<file path="src/rtl/fir_pkg.sv">
package fir_pkg;
  typedef struct packed {
    logic orderLd;
    logic coefWe;
    logic smpWe;
    logic smpZero;
    logic coefClr;
    logic coefInc;
    logic smpClr;
    logic smpInc;
    logic smpDec;
    logic tapRd;
    logic accClr;
    logic ordySet;
    logic ordyClr;
  } fir_stb_t;
endpackage

</file>
<file path="src/rtl/fir_spram.sv">
module fir_spram #(
  parameter int WIDTH = 12,
  parameter int AW    = 6
) (
  input  logic             clk,
  input  logic             we,
  input  logic [AW-1:0]    addr,
  input  logic [WIDTH-1:0] wdata,
  output logic [WIDTH-1:0] rdata
);
  localparam int DEPTH = 1 << AW;
  logic [WIDTH-1:0] mem [DEPTH];

  always_ff @(posedge clk) begin
    if (we) mem[addr] <= wdata;
    rdata <= mem[addr];
  end
endmodule

</file>
<file path="src/rtl/fir_ctrl.sv">
module fir_ctrl
  import fir_pkg::*;
(
  input  logic     clk,
  input  logic     rstN,
  input  logic     runEn,
  input  logic     loadMode,
  input  logic     sampleVld,
  input  logic     tapLast,
  output fir_stb_t stb
);
  typedef enum logic [2:0] {S_IDLE, S_ORDER, S_LOAD, S_WAIT, S_MAC, S_DRAIN} state_t;
  state_t state, stateNxt;

  always_ff @(posedge clk or negedge rstN) begin
    if (!rstN) state <= S_IDLE;
    else       state <= stateNxt;
  end

  always_comb begin
    stb      = '0;
    stateNxt = state;
    unique case (state)
      S_IDLE: begin
        if (runEn && loadMode) stateNxt = S_ORDER;
        else if (runEn)        stateNxt = S_WAIT;
      end
      S_ORDER: begin
        if (!runEn) stateNxt = S_IDLE;
        else begin
          stb.orderLd = 1'b1;
          stb.coefClr = 1'b1;
          stb.smpClr  = 1'b1;
          stateNxt    = S_LOAD;
        end
      end
      S_LOAD: begin
        if (runEn) begin
          stb.coefWe  = 1'b1;
          stb.smpWe   = 1'b1;
          stb.smpZero = 1'b1;
          stb.coefInc = 1'b1;
          stb.smpInc  = 1'b1;
        end else begin
          stb.smpClr = 1'b1;
          stateNxt   = S_IDLE;
        end
      end
      S_WAIT: begin
        if (!runEn) begin
          stb.ordyClr = 1'b1;
          stateNxt    = S_IDLE;
        end else if (sampleVld) begin
          stb.smpWe   = 1'b1;
          stb.accClr  = 1'b1;
          stb.ordyClr = 1'b1;
          stb.coefClr = 1'b1;
          stateNxt    = S_MAC;
        end
      end
      S_MAC: begin
        stb.tapRd = 1'b1;
        if (tapLast) stateNxt = S_DRAIN;
        else begin
          stb.coefInc = 1'b1;
          stb.smpDec  = 1'b1;
        end
      end
      S_DRAIN: begin
        stb.ordySet = 1'b1;
        stateNxt    = S_WAIT;
      end
      default: stateNxt = S_IDLE;
    endcase
  end


  exit_wait_chk: assert property (@(posedge clk) disable iff (!rstN)
    (state == S_WAIT && !runEn) |=> state == S_IDLE);


  busy_stay_chk: assert property (@(posedge clk) disable iff (!rstN)
    (state == S_MAC) |=> (state == S_MAC || state == S_DRAIN));
endmodule

</file>
<file path="src/rtl/fir_datapath.sv">
module fir_datapath
  import fir_pkg::*;
#(
  parameter int DATA_W   = 12,
  parameter int ADDR_W   = 6,
  parameter int DROP_LSB = 8
) (
  input  logic              clk,
  input  logic              rstN,
  input  fir_stb_t          stb,
  input  logic [DATA_W-1:0] dataIn,
  output logic              tapLast,
  output logic [DATA_W-1:0] dataOut,
  output logic              resultVld
);
  localparam int PROD_W = 2 * DATA_W;
  localparam int TERM_W = PROD_W - 1 - DROP_LSB;
  localparam int MSB    = TERM_W - 1;
  localparam logic [ADDR_W-1:0] ONE_A = ADDR_W'(1);
  localparam logic [TERM_W-1:0] ACC_MAX = {1'b0, {(TERM_W-1){1'b1}}};
  localparam logic [TERM_W-1:0] ACC_MIN = {1'b1, {(TERM_W-1){1'b0}}};

  logic [ADDR_W-1:0] orderQ, coefCnt, smpCnt;
  logic [DATA_W-1:0] coefQ, smpQ, smpWdata;
  logic              macLive;
  logic [PROD_W-1:0] prod;
  logic [TERM_W-1:0] term, accQ, sum, satSum;
  logic              ovf;

  assign smpWdata = stb.smpZero ? '0 : dataIn;

  fir_spram #(.WIDTH(DATA_W), .AW(ADDR_W)) u_coefRam (
    .clk(clk), .we(stb.coefWe), .addr(coefCnt), .wdata(dataIn), .rdata(coefQ));

  fir_spram #(.WIDTH(DATA_W), .AW(ADDR_W)) u_smpRam (
    .clk(clk), .we(stb.smpWe), .addr(smpCnt), .wdata(smpWdata), .rdata(smpQ));

  always_ff @(posedge clk or negedge rstN) begin
    if (!rstN) orderQ <= '0;
    else if (stb.orderLd) orderQ <= dataIn[ADDR_W-1:0];
  end

  always_ff @(posedge clk or negedge rstN) begin
    if (!rstN)            coefCnt <= '0;
    else if (stb.coefClr) coefCnt <= '0;
    else if (stb.coefInc) coefCnt <= coefCnt + ONE_A;
  end

  always_ff @(posedge clk or negedge rstN) begin
    if (!rstN)           smpCnt <= '0;
    else if (stb.smpClr) smpCnt <= '0;
    else if (stb.smpInc) smpCnt <= smpCnt + ONE_A;
    else if (stb.smpDec) smpCnt <= (smpCnt == '0) ? orderQ : smpCnt - ONE_A;
  end

  assign tapLast = (coefCnt == orderQ);

  always_ff @(posedge clk or negedge rstN) begin
    if (!rstN) macLive <= 1'b0;
    else       macLive <= stb.tapRd;
  end

  assign prod = PROD_W'($signed(coefQ) * $signed(smpQ));
  assign term = prod[PROD_W-2 -: TERM_W];
  assign sum  = accQ + term;
  assign ovf  = (accQ[MSB] == term[MSB]) && (sum[MSB] != accQ[MSB]);
  assign satSum = ovf ? (accQ[MSB] ? ACC_MIN : ACC_MAX) : sum;

  always_ff @(posedge clk or negedge rstN) begin
    if (!rstN)           accQ <= '0;
    else if (stb.accClr) accQ <= '0;
    else if (macLive)    accQ <= satSum;
  end

  always_ff @(posedge clk or negedge rstN) begin
    if (!rstN)            resultVld <= 1'b0;
    else if (stb.ordySet) resultVld <= 1'b1;
    else if (stb.ordyClr) resultVld <= 1'b0;
  end

  assign dataOut = accQ[MSB -: DATA_W];


  sat_sign_chk: assert property (@(posedge clk) disable iff (!rstN)
    (macLive && accQ[MSB] == term[MSB]) |=> accQ[MSB] == $past(accQ[MSB]));


  ring_wrap_chk: assert property (@(posedge clk) disable iff (!rstN)
    (stb.smpDec && smpCnt == '0) |=> smpCnt == $past(orderQ));


  ordy_hold_chk: assert property (@(posedge clk) disable iff (!rstN)
    (resultVld && !stb.ordyClr) |=> resultVld);


  last_tap_chk: assert property (@(posedge clk) disable iff (!rstN)
    $rose(resultVld) |-> $past(macLive));
endmodule

</file>
<file path="src/rtl/tap_mac_fir.sv">
module tap_mac_fir
  import fir_pkg::*;
#(
  parameter int DATA_W   = 12,
  parameter int ADDR_W   = 6,
  parameter int DROP_LSB = 8
) (
  input  logic              clk,
  input  logic              rstN,
  input  logic              runEn,
  input  logic              loadMode,
  input  logic              sampleVld,
  input  logic [DATA_W-1:0] dataIn,
  output logic [DATA_W-1:0] dataOut,
  output logic              resultVld
);
  fir_stb_t stb;
  logic     tapLast;

  fir_ctrl u_ctrl (
    .clk(clk), .rstN(rstN), .runEn(runEn), .loadMode(loadMode),
    .sampleVld(sampleVld), .tapLast(tapLast), .stb(stb));

  fir_datapath #(.DATA_W(DATA_W), .ADDR_W(ADDR_W), .DROP_LSB(DROP_LSB)) u_dp (
    .clk(clk), .rstN(rstN), .stb(stb), .dataIn(dataIn),
    .tapLast(tapLast), .dataOut(dataOut), .resultVld(resultVld));


  ordy_wait_chk: assert property (@(posedge clk) disable iff (!rstN)
    (resultVld && runEn && !sampleVld) |=> resultVld);


  ordy_exit_chk: assert property (@(posedge clk) disable iff (!rstN)
    (resultVld && !runEn) |=> !resultVld);
endmodule

</file>
<file path="config.mk">
export PLATFORM = sky130hd
export DESIGN_NAME = tap_mac_fir
export DESIGN_NICKNAME = d
export VERILOG_FILES = /design/src/rtl/fir_pkg.sv /design/src/rtl/fir_spram.sv /design/src/rtl/fir_ctrl.sv /design/src/rtl/fir_datapath.sv /design/src/rtl/tap_mac_fir.sv
export SDC_FILE = /design/constraint.sdc
export NUM_CORES = 2
export LEC_CHECK = 0
export ABC_AREA = 1
export BUFFER_PORTS_ARGS = -buffer_cell sky130_fd_sc_hd__buf_2
export CAP_MARGIN = 15
export CORE_UTILIZATION = 48
export CTS_CLUSTER_DIAMETER = 60
export DETAILED_ROUTE_END_ITERATION = 12
export MAX_ROUTING_LAYER = met4
export PLACE_DENSITY = 0.66
export SYNTH_ARGS = -nofsm -noshare
export SYNTH_HDL_FRONTEND = slang
export SYNTH_HIERARCHICAL = 1
export SYNTH_SLANG_ARGS = --single-unit
</file>
<file path="constraint.sdc">
create_clock -name clk -period 10.3 [get_ports clk]
set_clock_uncertainty 0.1 [all_clocks]
set_input_delay 0.515 -clock clk [delete_from_list [all_inputs] [get_ports clk]]
set_output_delay 0.515 -clock clk [all_outputs]
set_load 0.01 [all_outputs]
</file>
==> qor.csv <==
metric,value,unit
final-report hold violation count,0,
Clock Tree Root,clkbuf_16,
1st-iter DRT viols,5327,
top-level I/O count,30,
CTS Buffer Depth,3,
H-tree levels,4,
crit end category,flip-flop,
first-pass GRT wire length,295300,um
share of the synthesized area in the top cell type,62.40,%
share of the clock period used by the worst path after layout,64.27,%
Area Growth Syn to Fin,10.43,%
Area after DPL,0.07602,mm2
slowest CP cell,dfxtp_1,
final WL,193600,um
cell taking the most area after synthesis,edfxtp_1,
Post-synth ARST share,2.378,%
CTS buffer count,166,
vias in the first global route,48870,
first drt pass iteration count,6,
synth unique cells,44,
Slew @ Worst Pin,1.206,ns
Worst EP required,10.95,ns
crit-path leading delay family,adder cells,
Die W,394.4,um
largest cells by area after synthesis,"edfxtp_1 (62%), nand2_1 (23%), fa_1 (3.6%)",
CTS Sinks,1598,
synth warn,6,
row count,143,
sequential-to-total area share from yosys stat,64.33,%
WS Path Type,flip-flop to flip-flop,
die area,0.1556,mm2
max frequency,151.1,MHz
register bit count reported by yosys,1598,
global route total overflow,0,
Clock Latency Late Sink,0.83,ns
"slowest stage delay, CP",0.67,ns
max-cap violations,0,
largest net degree at the start of global routing,175,
Synth top cells by count,"nand2_1 (4527), edfxtp_1 (1536), inv_1 (330), nor2_1 (258), buf_2 (194)",
ys flop type,edfxtp_1,
drt via density,5.199,
Residual DRC,0,
Layout Nets,7806,
CTS tree,built,
Mapped Nets,7780,
element type at the critical path start,flip-flop,
DR vias,50710,
worst min path class,input port to flip-flop,
Synth Cell Area,0.07392,mm2
Crit path top cell by count,nand2_1,
hpwl dp,112900,um
Final ANT Viol Nets,0,
initial antenna violation count,4,
most common cell in the synthesized netlist,nand2_1,
final core occ,53.55,%
unrepaired setup endpoints after global routing,no,
Starting Density,48.49,%
Die Y,394.4,um
Post-synth EDFFs,1536,
Post-Layout Inst Area,0.08163,mm2
hold_ws,0.05285,ns
Syn Area/Cell,9.770,um2
worst-path fanout max,14,
status,completed,
share of cells above drive strength 1,6.424,%
Final setup viols,0,
Worst-path clk slew,0.06,ns
Final Max Tran Viols,0,
RePlAce Congestion,0.8750,
Core Area,0.1524,mm2
Critical Path Stages,29,
GRT Total Usage,25.54,%
Worst EP arrival,7.27,ns
routed len/inst,19.84,um
Buf/Inv on CP,4,
R2R cell count,29,
worst hold stages,6,
setup TNS,0,ns
Max-slew headroom,19.30,%
post-route minimum period,6.620,ns
Cells after Synth,7566,
input/output buffers,29,
## metrics by stage
stage | std cells | setup slack, ns
global placement | 9396 | 3.540
floorplan | 7566 | 4.188
CTS | 9711 | 3.615
finish | 9755 | 3.680
global route | 9753 | 3.071
detailed placement | 9410 | 3.561
## logic make-up after synthesis
logic type | Yosys count | synth area share, %
buffers and inverters | 700 | 4.321
and+or+nand+nor | 4915 | 25.32
xor gates and xnor gates | 34 | 0.4028
DFF | 1598 | 64.33
adders and majority gates | 197 | 4.685
AOI/OAI and AO/OA | 122 | 0.9428
## worst reg2reg max path: cells and delay by family (launching register included)
family | cells | cell delay, ns
flip-flops | 1 | 0.67
adder cells (fa/ha/maj) | 7 | 3.37
buffers and inverters | 4 | 0.23
AO/OA/AOI/OAI | 4 | 0.73
XOR/XNOR | 1 | 0.09
AND/OR/NAND/NOR | 13 | 1.43
## worst paths after layout
path	from	to	slack (ns)
max	u_dp/u_smpRam/rdata[7]$_DFF_P_	u_dp/accQ[1]$_DFFE_PN0P_	3.68
min in group asynchronous	rstN	u_dp/accQ[1]$_DFFE_PN0P_	0.29
max reg2reg	u_dp/u_smpRam/rdata[7]$_DFF_P_	u_dp/accQ[1]$_DFFE_PN0P_	3.68
min	loadMode	u_ctrl/state[1]$_DFFE_PN0P_	0.05
min reg2reg	u_dp/accQ[2]$_DFFE_PN0P_	u_dp/accQ[2]$_DFFE_PN0P_	0.40
max in group asynchronous	rstN	u_dp/smpCnt[1]$_DFFE_PN0P_	8.95
## layout make-up
| type | count | area, um2 |
|---|---|---|
| antenna | 4 | 10.01 |
| clock buffer | 207 | 4318 |
| clock inverter | 90 | 894.6 |
| fill | 13240 | 70810 |
| inverter | 341 | 1315 |
| multi-input combinational | 5268 | 23290 |
| sequential | 1598 | 47580 |
| tap | 2030 | 2540 |
| timing repair buffer | 217 | 1692 |
## registers in the layout, indices dropped and copies added (netlist names), 3 cells and up
register              cells
u_dp/orderQ               6
u_dp/u_coefRam/mem      768
u_dp/coefCnt              6
u_dp/smpCnt               6
u_ctrl/state              3
u_dp/u_smpRam/mem       768
u_dp/u_coefRam/rdata     12
u_dp/accQ                15
u_dp/u_smpRam/rdata      12
## what timing repair did
action	in CTS	in global routing
hold endpoints to repair	43	0
buffers inserted	0	0
gates resized for setup	0	0
hold buffers	4	0
## routing by layer
metal / wire length [um] / track usage, % / vias to the layer above / part of all wire (%)
met1: 80370 / 34.31 / 24160 / 42
met2: 91820 / 40.22 / 2052 / 47
met4: 6122 / 8.686 / 0 / 3.2
li1: - / - / 24160 / -
met3: 15230 / 3.357 / 342 / 7.9
met5: 0 / - / - / 0
## cells in the final DEF (no fill, tap or decap), types with 8 or more instances in the layout
master | synthesis | layout
a21oi_1 | 46 | 46
buf_2 | 194 | 29
buf_4 | 55 | 160
buf_6 | 15 | 20
clkbuf_1 | 81 | 40
clkbuf_16 | 0 | 166
clkinv_1 | 0 | 35
clkinv_16 | 0 | 8
clkinv_2 | 0 | 20
clkinvlp_4 | 0 | 8
dfrtp_1 | 38 | 32
dfxtp_1 | 24 | 24
edfxtp_1 | 1536 | 1536
fa_1 | 133 | 133
ha_1 | 64 | 64
inv_1 | 330 | 328
inv_2 | 9 | 9
nand2_1 | 4527 | 4527
nand2_2 | 9 | 9
nand3_1 | 50 | 50
nand4_1 | 9 | 9
nor2_1 | 258 | 246
nor2_4 | 3 | 15
nor3_1 | 26 | 26
o211ai_1 | 10 | 10
o21ai_0 | 26 | 26
o21ai_1 | 17 | 17
or2_1 | 12 | 12
or2_2 | 8 | 8
xnor2_1 | 12 | 12
xor2_1 | 22 | 22
Power is not shown: default switching activity piles up to over one toggle a cycle in this logic, so the estimate is an artifact.
